===== config.mk =====
export PLATFORM = sky130hd
export DESIGN_NAME = spi_rtc
export DESIGN_NICKNAME = d
export VERILOG_FILES = /design/src/rtl/rtc_pkg.sv /design/src/rtl/rtc_spi_ctrl.sv /design/src/rtl/rtc_datapath.sv /design/src/rtl/spi_rtc.sv
export SDC_FILE = /design/constraint.sdc
export NUM_CORES = 1
export LEC_CHECK = 0
export BUFFER_PORTS_ARGS = -buffer_cell sky130_fd_sc_hd__buf_4
export CAP_MARGIN = 30
export CORE_ASPECT_RATIO = 1.75
export CORE_MARGIN = 4
export CORE_UTILIZATION = 32
export DETAILED_ROUTE_END_ITERATION = 10
export PLACE_DENSITY = 0.52
export SYNTH_ARGS = -nofsm -noshare
export SYNTH_HDL_FRONTEND = slang
export SYNTH_SLANG_ARGS = --single-unit

===== constraint.sdc =====
create_clock -name clk -period 3.5 [get_ports clk]
set_clock_uncertainty 0.05 [all_clocks]
set_input_delay 0.175 -clock clk [delete_from_list [all_inputs] [get_ports clk]]
set_output_delay 0.175 -clock clk [all_outputs]
set_load 0.03 [all_outputs]

===== src/rtl/rtc_pkg.sv =====
package rtc_pkg;

  // Low seven bits of the location addresses (read = offset, write = offset | 0x80)
  localparam logic [6:0] OFF_SEC  = 7'h20;
  localparam logic [6:0] OFF_MIN  = 7'h21;
  localparam logic [6:0] OFF_HR   = 7'h22;
  localparam logic [6:0] OFF_DOW  = 7'h23;
  localparam logic [6:0] OFF_DATE = 7'h24;
  localparam logic [6:0] OFF_MON  = 7'h25;
  localparam logic [6:0] OFF_YR   = 7'h26;
  localparam logic [6:0] OFF_ASEC = 7'h28;
  localparam logic [6:0] OFF_AMIN = 7'h29;
  localparam logic [6:0] OFF_AHR  = 7'h2A;
  localparam logic [6:0] OFF_STAT = 7'h30;
  localparam logic [6:0] OFF_CLK  = 7'h31;
  localparam logic [6:0] OFF_INT  = 7'h32;

  // Periodic rate codes
  localparam logic [3:0] RATE_SEC  = 4'hC;
  localparam logic [3:0] RATE_MIN  = 4'hD;
  localparam logic [3:0] RATE_HOUR = 4'hE;

  // Strobes from the serial control to the register datapath
  typedef struct packed {
    logic       wrEn;
    logic       rdEn;
    logic [6:0] wrAddr;
    logic [6:0] rdAddr;
    logic [7:0] wrData;
  } rtcStrobe_t;

  // One BCD count step of a two-digit byte
  function automatic logic [7:0] bcdStep(input logic [7:0] v);
    logic [7:0] r;
    if (v[3:0] >= 4'd9) r = {v[7:4] + 4'd1, 4'd0};
    else                r = {v[7:4], v[3:0] + 4'd1};
    return r;
  endfunction

endpackage


===== src/rtl/rtc_spi_ctrl.sv =====
module rtc_spi_ctrl
  import rtc_pkg::*;
#(
  parameter int SYNC_STAGES = 2
) (
  input  logic       clk,
  input  logic       rstN,
  input  logic       spiSel,
  input  logic       spiSck,
  input  logic       spiMosi,
  input  logic [7:0] rdData,
  output logic       spiMiso,
  output rtcStrobe_t stb
);

  localparam int BIT_W = 3;

  logic [SYNC_STAGES-1:0] selSync, sckSync, mosiSync;
  logic selS, sckS, mosiS, sckQ;
  logic sckRise, sckFall;
  logic [BIT_W-1:0] bitCnt;
  logic [7:0] rxShift, rxNext, txReg;
  logic       haveAddr, isWrite, loadPend;
  logic [6:0] addrPtr;
  logic       wrEnQ;
  logic [6:0] wrAddrQ;
  logic [7:0] wrDataQ;

  // Input synchronizers
  always_ff @(posedge clk) begin
    if (!rstN) begin
      selSync  <= '0;
      sckSync  <= '0;
      mosiSync <= '0;
    end else begin
      selSync  <= {selSync[SYNC_STAGES-2:0], spiSel};
      sckSync  <= {sckSync[SYNC_STAGES-2:0], spiSck};
      mosiSync <= {mosiSync[SYNC_STAGES-2:0], spiMosi};
    end
  end

  assign selS    = selSync[SYNC_STAGES-1];
  assign sckS    = sckSync[SYNC_STAGES-1];
  assign mosiS   = mosiSync[SYNC_STAGES-1];
  assign sckRise = sckS & ~sckQ;
  assign sckFall = ~sckS & sckQ;
  assign rxNext  = {rxShift[6:0], mosiS};

  always_ff @(posedge clk) begin
    if (!rstN) begin
      sckQ     <= 1'b0;
      bitCnt   <= '0;
      rxShift  <= '0;
      txReg    <= '0;
      haveAddr <= 1'b0;
      isWrite  <= 1'b0;
      loadPend <= 1'b0;
      addrPtr  <= '0;
      wrEnQ    <= 1'b0;
      wrAddrQ  <= '0;
      wrDataQ  <= '0;
    end else begin
      sckQ  <= sckS;
      wrEnQ <= 1'b0;
      if (!selS) begin
        bitCnt   <= '0;
        haveAddr <= 1'b0;
        loadPend <= 1'b0;
        txReg    <= '0;
      end else begin
        if (sckRise) begin
          rxShift <= rxNext;
          bitCnt  <= bitCnt + 1'b1;
          if (bitCnt == BIT_W'(7)) begin
            if (!haveAddr) begin
              haveAddr <= 1'b1;
              isWrite  <= rxNext[7];
              addrPtr  <= rxNext[6:0];
              loadPend <= ~rxNext[7];
            end else begin
              addrPtr <= addrPtr + 7'd1;
              if (isWrite) begin
                wrEnQ   <= 1'b1;
                wrAddrQ <= addrPtr;
                wrDataQ <= rxNext;
              end else begin
                loadPend <= 1'b1;
              end
            end
          end
        end
        if (sckFall) begin
          if (loadPend) begin
            txReg    <= rdData;
            loadPend <= 1'b0;
          end else begin
            txReg <= {txReg[6:0], 1'b0};
          end
        end
      end
    end
  end

  assign spiMiso    = txReg[7];
  assign stb.wrEn   = wrEnQ;
  assign stb.wrAddr = wrAddrQ;
  assign stb.wrData = wrDataQ;
  assign stb.rdAddr = addrPtr;
  assign stb.rdEn   = selS & sckFall & loadPend;


  miso_idle_chk: assert property (@(posedge clk) disable iff (!rstN)
    !selS |=> !spiMiso);


  wr_pulse_chk: assert property (@(posedge clk) disable iff (!rstN)
    wrEnQ |=> !wrEnQ);


  rd_wr_excl_chk: assert property (@(posedge clk) disable iff (!rstN)
    !(stb.rdEn && isWrite && haveAddr));

endmodule


===== src/rtl/rtc_datapath.sv =====
module rtc_datapath
  import rtc_pkg::*;
#(
  parameter int RAM_DEPTH = 32
) (
  input  logic       clk,
  input  logic       rstN,
  input  logic       tick1Hz,
  input  rtcStrobe_t stb,
  output logic [7:0] rdData,
  output logic       irqOut
);

  localparam int RAM_AW = $clog2(RAM_DEPTH);

  logic [7:0] ram [RAM_DEPTH];
  logic [7:0] secR, minR, hrR, dowR, dateR, monR, yrR;
  logic [7:0] almSec, almMin, almHr, clkCtrl, intCtrl;
  logic       alarmFlag, perFlag, matchQ;

  logic       advance, secWrap, minWrap, dayWrap;
  logic [7:0] secN, minN, hrN, dowN, hrStep;
  logic       matchNow, setAlarm, perEvent, clrStat;
  logic       wrRam, rdRam;

  assign advance = tick1Hz & clkCtrl[7] & ~stb.wrEn;
  assign secWrap = (secR == 8'h59);
  assign minWrap = (minR == 8'h59);
  assign hrStep  = bcdStep({3'b000, hrR[4:0]});

  always_comb begin
    secN = secWrap ? 8'h00 : bcdStep(secR);
    minN = minWrap ? 8'h00 : bcdStep(minR);
    dayWrap = 1'b0;
    if (hrR[7]) begin
      if (hrR[4:0] == 5'h11) begin
        hrN     = {hrR[7:6], ~hrR[5], 5'h12};
        dayWrap = hrR[5];
      end else if (hrR[4:0] == 5'h12) begin
        hrN = {hrR[7:5], 5'h01};
      end else begin
        hrN = {hrR[7:5], hrStep[4:0]};
      end
    end else begin
      if (hrR[5:0] == 6'h23) begin
        hrN     = 8'h00;
        dayWrap = 1'b1;
      end else begin
        hrN = bcdStep(hrR);
      end
    end
    dowN = (dowR == 8'h07) ? 8'h01 : bcdStep(dowR);
  end

  always_comb begin
    case (intCtrl[3:0])
      RATE_SEC:  perEvent = advance;
      RATE_MIN:  perEvent = advance & secWrap;
      RATE_HOUR: perEvent = advance & secWrap & minWrap;
      default:   perEvent = 1'b0;
    endcase
  end

  assign matchNow = (secR == almSec) && (minR == almMin) && (hrR == almHr);
  assign setAlarm = matchNow & ~matchQ & intCtrl[4];
  assign clrStat  = stb.rdEn && (stb.rdAddr == OFF_STAT);
  assign wrRam    = stb.wrEn && (stb.wrAddr[6:RAM_AW] == '0);
  assign rdRam    = (stb.rdAddr[6:RAM_AW] == '0);

  // Scratch RAM
  always_ff @(posedge clk) begin
    if (!rstN) begin
      for (int i = 0; i < RAM_DEPTH; i++) ram[i] <= '0;
    end else if (wrRam) begin
      ram[stb.wrAddr[RAM_AW-1:0]] <= stb.wrData;
    end
  end

  // Time counters and control registers
  always_ff @(posedge clk) begin
    if (!rstN) begin
      secR <= '0; minR <= '0; hrR <= '0; dowR <= '0;
      dateR <= '0; monR <= '0; yrR <= '0;
      almSec <= '0; almMin <= '0; almHr <= '0;
      clkCtrl <= '0; intCtrl <= '0;
    end else if (stb.wrEn) begin
      case (stb.wrAddr)
        OFF_SEC:  secR    <= stb.wrData;
        OFF_MIN:  minR    <= stb.wrData;
        OFF_HR:   hrR     <= stb.wrData;
        OFF_DOW:  dowR    <= stb.wrData;
        OFF_DATE: dateR   <= stb.wrData;
        OFF_MON:  monR    <= stb.wrData;
        OFF_YR:   yrR     <= stb.wrData;
        OFF_ASEC: almSec  <= stb.wrData;
        OFF_AMIN: almMin  <= stb.wrData;
        OFF_AHR:  almHr   <= stb.wrData;
        OFF_CLK:  clkCtrl <= stb.wrData;
        OFF_INT:  intCtrl <= stb.wrData;
        default: ;
      endcase
    end else if (advance) begin
      secR <= secN;
      if (secWrap) begin
        minR <= minN;
        if (minWrap) begin
          hrR <= hrN;
          if (dayWrap) dowR <= dowN;
        end
      end
    end
  end

  // Pending flags
  always_ff @(posedge clk) begin
    if (!rstN) begin
      alarmFlag <= 1'b0;
      perFlag   <= 1'b0;
      matchQ    <= 1'b0;
    end else begin
      matchQ    <= matchNow;
      alarmFlag <= setAlarm | (alarmFlag & ~clrStat);
      perFlag   <= perEvent | (perFlag & ~clrStat);
    end
  end

  assign irqOut = alarmFlag | perFlag;

  always_comb begin
    rdData = 8'h00;
    if (rdRam) begin
      rdData = ram[stb.rdAddr[RAM_AW-1:0]];
    end else begin
      case (stb.rdAddr)
        OFF_SEC:  rdData = secR;
        OFF_MIN:  rdData = minR;
        OFF_HR:   rdData = hrR;
        OFF_DOW:  rdData = dowR;
        OFF_DATE: rdData = dateR;
        OFF_MON:  rdData = monR;
        OFF_YR:   rdData = yrR;
        OFF_STAT: rdData = {1'b0, irqOut, 4'b0000, alarmFlag, perFlag};
        OFF_CLK:  rdData = clkCtrl;
        OFF_INT:  rdData = intCtrl;
        default:  rdData = 8'h00;
      endcase
    end
  end


  sec_wrap_chk: assert property (@(posedge clk) disable iff (!rstN)
    (advance && secWrap) |=> (secR == 8'h00));


  stop_hold_chk: assert property (@(posedge clk) disable iff (!rstN)
    (!clkCtrl[7] && !stb.wrEn) |=> ($stable(secR) && $stable(minR) && $stable(hrR)));


  pm_toggle_chk: assert property (@(posedge clk) disable iff (!rstN)
    (advance && hrR[7] && hrR[4:0] == 5'h11 && secWrap && minWrap)
      |=> (hrR[5] != $past(hrR[5])));


  stat_clear_chk: assert property (@(posedge clk) disable iff (!rstN)
    (clrStat && !setAlarm && !perEvent) |=> !irqOut);


  alarm_cause_chk: assert property (@(posedge clk) disable iff (!rstN)
    $rose(alarmFlag) |-> $past(intCtrl[4]));

endmodule


===== src/rtl/spi_rtc.sv =====
module spi_rtc
  import rtc_pkg::*;
#(
  parameter int SYNC_STAGES = 2,
  parameter int RAM_DEPTH   = 32
) (
  input  logic clk,
  input  logic rstN,
  input  logic tick1Hz,
  input  logic spiSel,
  input  logic spiSck,
  input  logic spiMosi,
  output logic spiMiso,
  output logic irqOut
);

  rtcStrobe_t stb;
  logic [7:0] rdData;

  rtc_spi_ctrl #(.SYNC_STAGES(SYNC_STAGES)) i_ctrl (
    .clk(clk), .rstN(rstN), .spiSel(spiSel), .spiSck(spiSck),
    .spiMosi(spiMosi), .rdData(rdData), .spiMiso(spiMiso), .stb(stb)
  );

  rtc_datapath #(.RAM_DEPTH(RAM_DEPTH)) i_dp (
    .clk(clk), .rstN(rstN), .tick1Hz(tick1Hz), .stb(stb),
    .rdData(rdData), .irqOut(irqOut)
  );

endmodule


==> results.md <==
- Post-detail-place hpwl: approximately 44000 um
- Status: complete, no violations
- Critical Path Sink Type: flop
- Worst Hold Class: in -> reg
- Worst hold slack: a little over 0.09 ns
- Power per standard cell area: 447 nW/um2
- Syn_nets: 1779
- Initial core utilization: 32.2%
- GRT overflow: 0
- Antenna violations before repair: 1
- Cell area after synthesis: about 20000 um2
- Reg2reg setup slack: 0.64 ns
- First-pass GRT wire length: 92300 um
- Fin crit period: 2.86 ns
- Die height: 337 um
- Iteration-0 DRC Markers: between 900 and 1000
- Final slew viol count: 0
- WHS Endpoint: i_dp.perFlag
- Top post-synthesis cells by area: edfxtp_1 39%, dfxtp_1 16%, and2_1 8.6%, mux4_2 7.0%, mux2i_1 2.7%
- Synth cell count leaders: 273 x and2_1, 256 x edfxtp_1, 155 x dfxtp_1
- Crit path required time: 3.92 ns
- Clock buffer depth: 3
- DR vias: 13800
- Sequential-to-total area share from yosys stat: 54.6%
- MaxCap Viol Count: 0
- Placer Congestion: 0.888
- Asr flop ratio synth: 0%
- CTS tree: yes
- Core Footprint: approximately 61000 um2
- Total wire length: 62200 um
- Share of the synthesized area in the top cell type: about 39%
- CTS-repair resized insts: 0
- Unrepaired setup endpoints after global routing: no
- Largest net degree at the start of global routing: just over 70
- CTS buffer count: 38
- Pleak: 0.00751 uW
- Count of input and output buffers: 7
- Reg2Reg Depth: 7
- Post-route DRC: 0
- Fmax: between 300 and 400 MHz
- Worst vdd ir: approximately 0.26 mV
- Avg Inst Size Synth: 11.3 um2
- Vias in the first global route: 14200
- Gr usage total: 18.6%
- Post-synth EDFFs: 256
- Top_reg_cell synth: edfxtp_1
- Worst hold stages: 4
- Remaining antenna violation count: 0
- Worst reg2reg path endpoint: i_dp.dowR[3]
- Count leader, synth: and2_1
- Die X: 196 um
- Insertion delay to the later sink of the worst-skew pair: 0.56 ns
- DRT Pass-1 Iters: 5
- Area delta synth->final: 12.5%
- Synthesized flop and latch total: approximately 410
- I/O pins: 8
- Syn. warnings: 0
- DR WL/cell: 24.1 um
- Die footprint: around 66000 um2
- Worst slew pin tran: 1.15 ns
- Setup Viol. Count Final: 0
- Fin crit share: between 80% and 90%
- Final-report hold violation count: 0
- Clock root buffer: clkbuf_16
- Critical-path maximum fanout: 8
- Clk sinks: about 410
- Worst-path clk slew: about 0.070 ns
- Worst reg2reg startpoint: i_dp.secR[1]
- Worst slew margin: between 20 and 25%
- H-tree levels: 2
- Nets@finish: between 1500 and 2000
- Cell count after synthesis: about 1700
- Fill count: 6056
- Cell Rows: 120
- Vias per cell: roughly 5.4
- Crit path arrival time: 3.28 ns
- Share of cells above drive strength 1: 13.0%
- Setup CP Type: reg -> reg
- Top cell type by total area after synthesis: edfxtp_1
- Total power: 9940 uW
- Antenna cells: 0
- CP startpoint kind: flop
- Setup TNS Final: 0 ns
- Worst hold start: tick1Hz
- Yosys cell types: 79
layout make-up:
| class | count | area (um2) | area share [%] |
|---|---|---|---|
| flip-flops and latches | 411 | 10800 | 48.6 |
| multi-input cells | 1187 | 8360 | 37.6 |
| clock buffers | 48 | 1060 | 4.78 |
| well taps | 793 | 992 | 4.46 |
| repair buffers | 90 | 693 | 3.12 |
| clock inverters | 22 | 231 | 1.04 |
| inverters | 23 | 87.6 | 0.394 |
critical path: stages (launching register included):
cell and delay [ns]:
dfxtp_1 0.39, inv_1 0.18, ha_1 0.19, nand4b_1 0.23, nor3b_1 0.72, and4_1 0.53
o21ai_1 0.16, o32ai_1 0.32
power by group:
group / internal, uW / switching, uW / total [uW]
clock network: 2530 / 1890 / 4420
registers: 5240 / 42.8 / 5280
logic: 89.0 / 149 / 238
total: 7860 / 2080 / 9940
flip-flops by register name (all words and copies together) (netlist names), 7 cells and up, named ones only:
name	cells
i_dp.hrR	8
i_dp.almHr	8
i_dp.almSec	8
i_dp.yrR	8
i_dp.secR	8
i_ctrl.wrAddrQ	7
i_dp.almMin	8
i_dp.intCtrl	8
i_dp.minR	8
i_dp.dateR	8
i_dp.dowR	8
i_dp.monR	8
i_ctrl.txReg	8
i_ctrl.addrPtr	7
i_ctrl.rxShift	7
i_ctrl.wrDataQ	8
i_dp.ram	256
i_dp.clkCtrl	8
metrics by stage:
step | setup WS (ns) | std cells | utilization (%) | instance area [um2]
2_1_floorplan | 1.09 | 1746 | - | 19800
3_3_place_gp | 0.704 | 2496 | 34.1 | 20900
3_5_place_dp | 0.652 | 2497 | 34.1 | 20900
4_1_cts | 0.620 | 2574 | 36.3 | 22200
5_1_grt | 0.444 | 2574 | 36.3 | 22200
6_report | 0.640 | 2574 | 36.3 | 22200
worst max-delay path by stage:
stage                             from              end  slack (ns)
final                     i_dp.secR[1]     i_dp.dowR[3]        0.64
after global routing      i_dp.secR[0]     i_dp.dowR[3]        0.44
after CTS                 i_dp.secR[1]     i_dp.dowR[3]        0.62
after detailed placement  i_dp.secR[1]     i_dp.dowR[3]        0.65
after global placement    i_dp.secR[4]     i_dp.dowR[2]        0.70
after floorplan           i_ctrl.wrEnQ  i_dp.ram[29][0]        1.09
placed cells by master (no fill, tap or decap), drive strengths merged, types with 62 or more instances in the layout:
master | Yosys | layout
and2 | 273 | 273
edfxtp | 256 | 256
dfxtp | 155 | 155
nand2 | 113 | 113
nor2 | 113 | 113
o21ai | 92 | 92
a21oi | 86 | 86
buf | 26 | 83
nand3 | 62 | 62
mux4 | 62 | 62
cells by family (layout without fill, tap and decap cells):
logic type | count (synthesis) | after routing | share of synthesized area, %
xor gates and xnor gates | 26 | 26 | 1.15
AOI/OAI and AO/OA | 313 | 313 | 9.99
buffers and inverters | 148 | 183 | 3.05
adders and majority gates | 27 | 27 | 1.71
muxes | 120 | 120 | 10.1
DFF | 411 | 411 | 54.6
and+or+nand+nor | 701 | 701 | 19.4
routing by layer:
layer | track usage, % | wire (um) | share of wire [%] | vias to the layer above
li1 | - | - | - | 6381
met1 | 17.9 | 20500 | 33 | 6879
met2 | 37.2 | 35300 | 57 | 374
met3 | 1.89 | 1940 | 3.1 | 169
met4 | 11.5 | 4450 | 7.2 | 0
met5 | 0 | 0 | 0 | -
repair_timing:
item,CTS,global route
buffers inserted,0,0
hold endpoints to repair,6,0
hold buffers,7,0
Note: power is estimated with default switching activity, not from simulation.
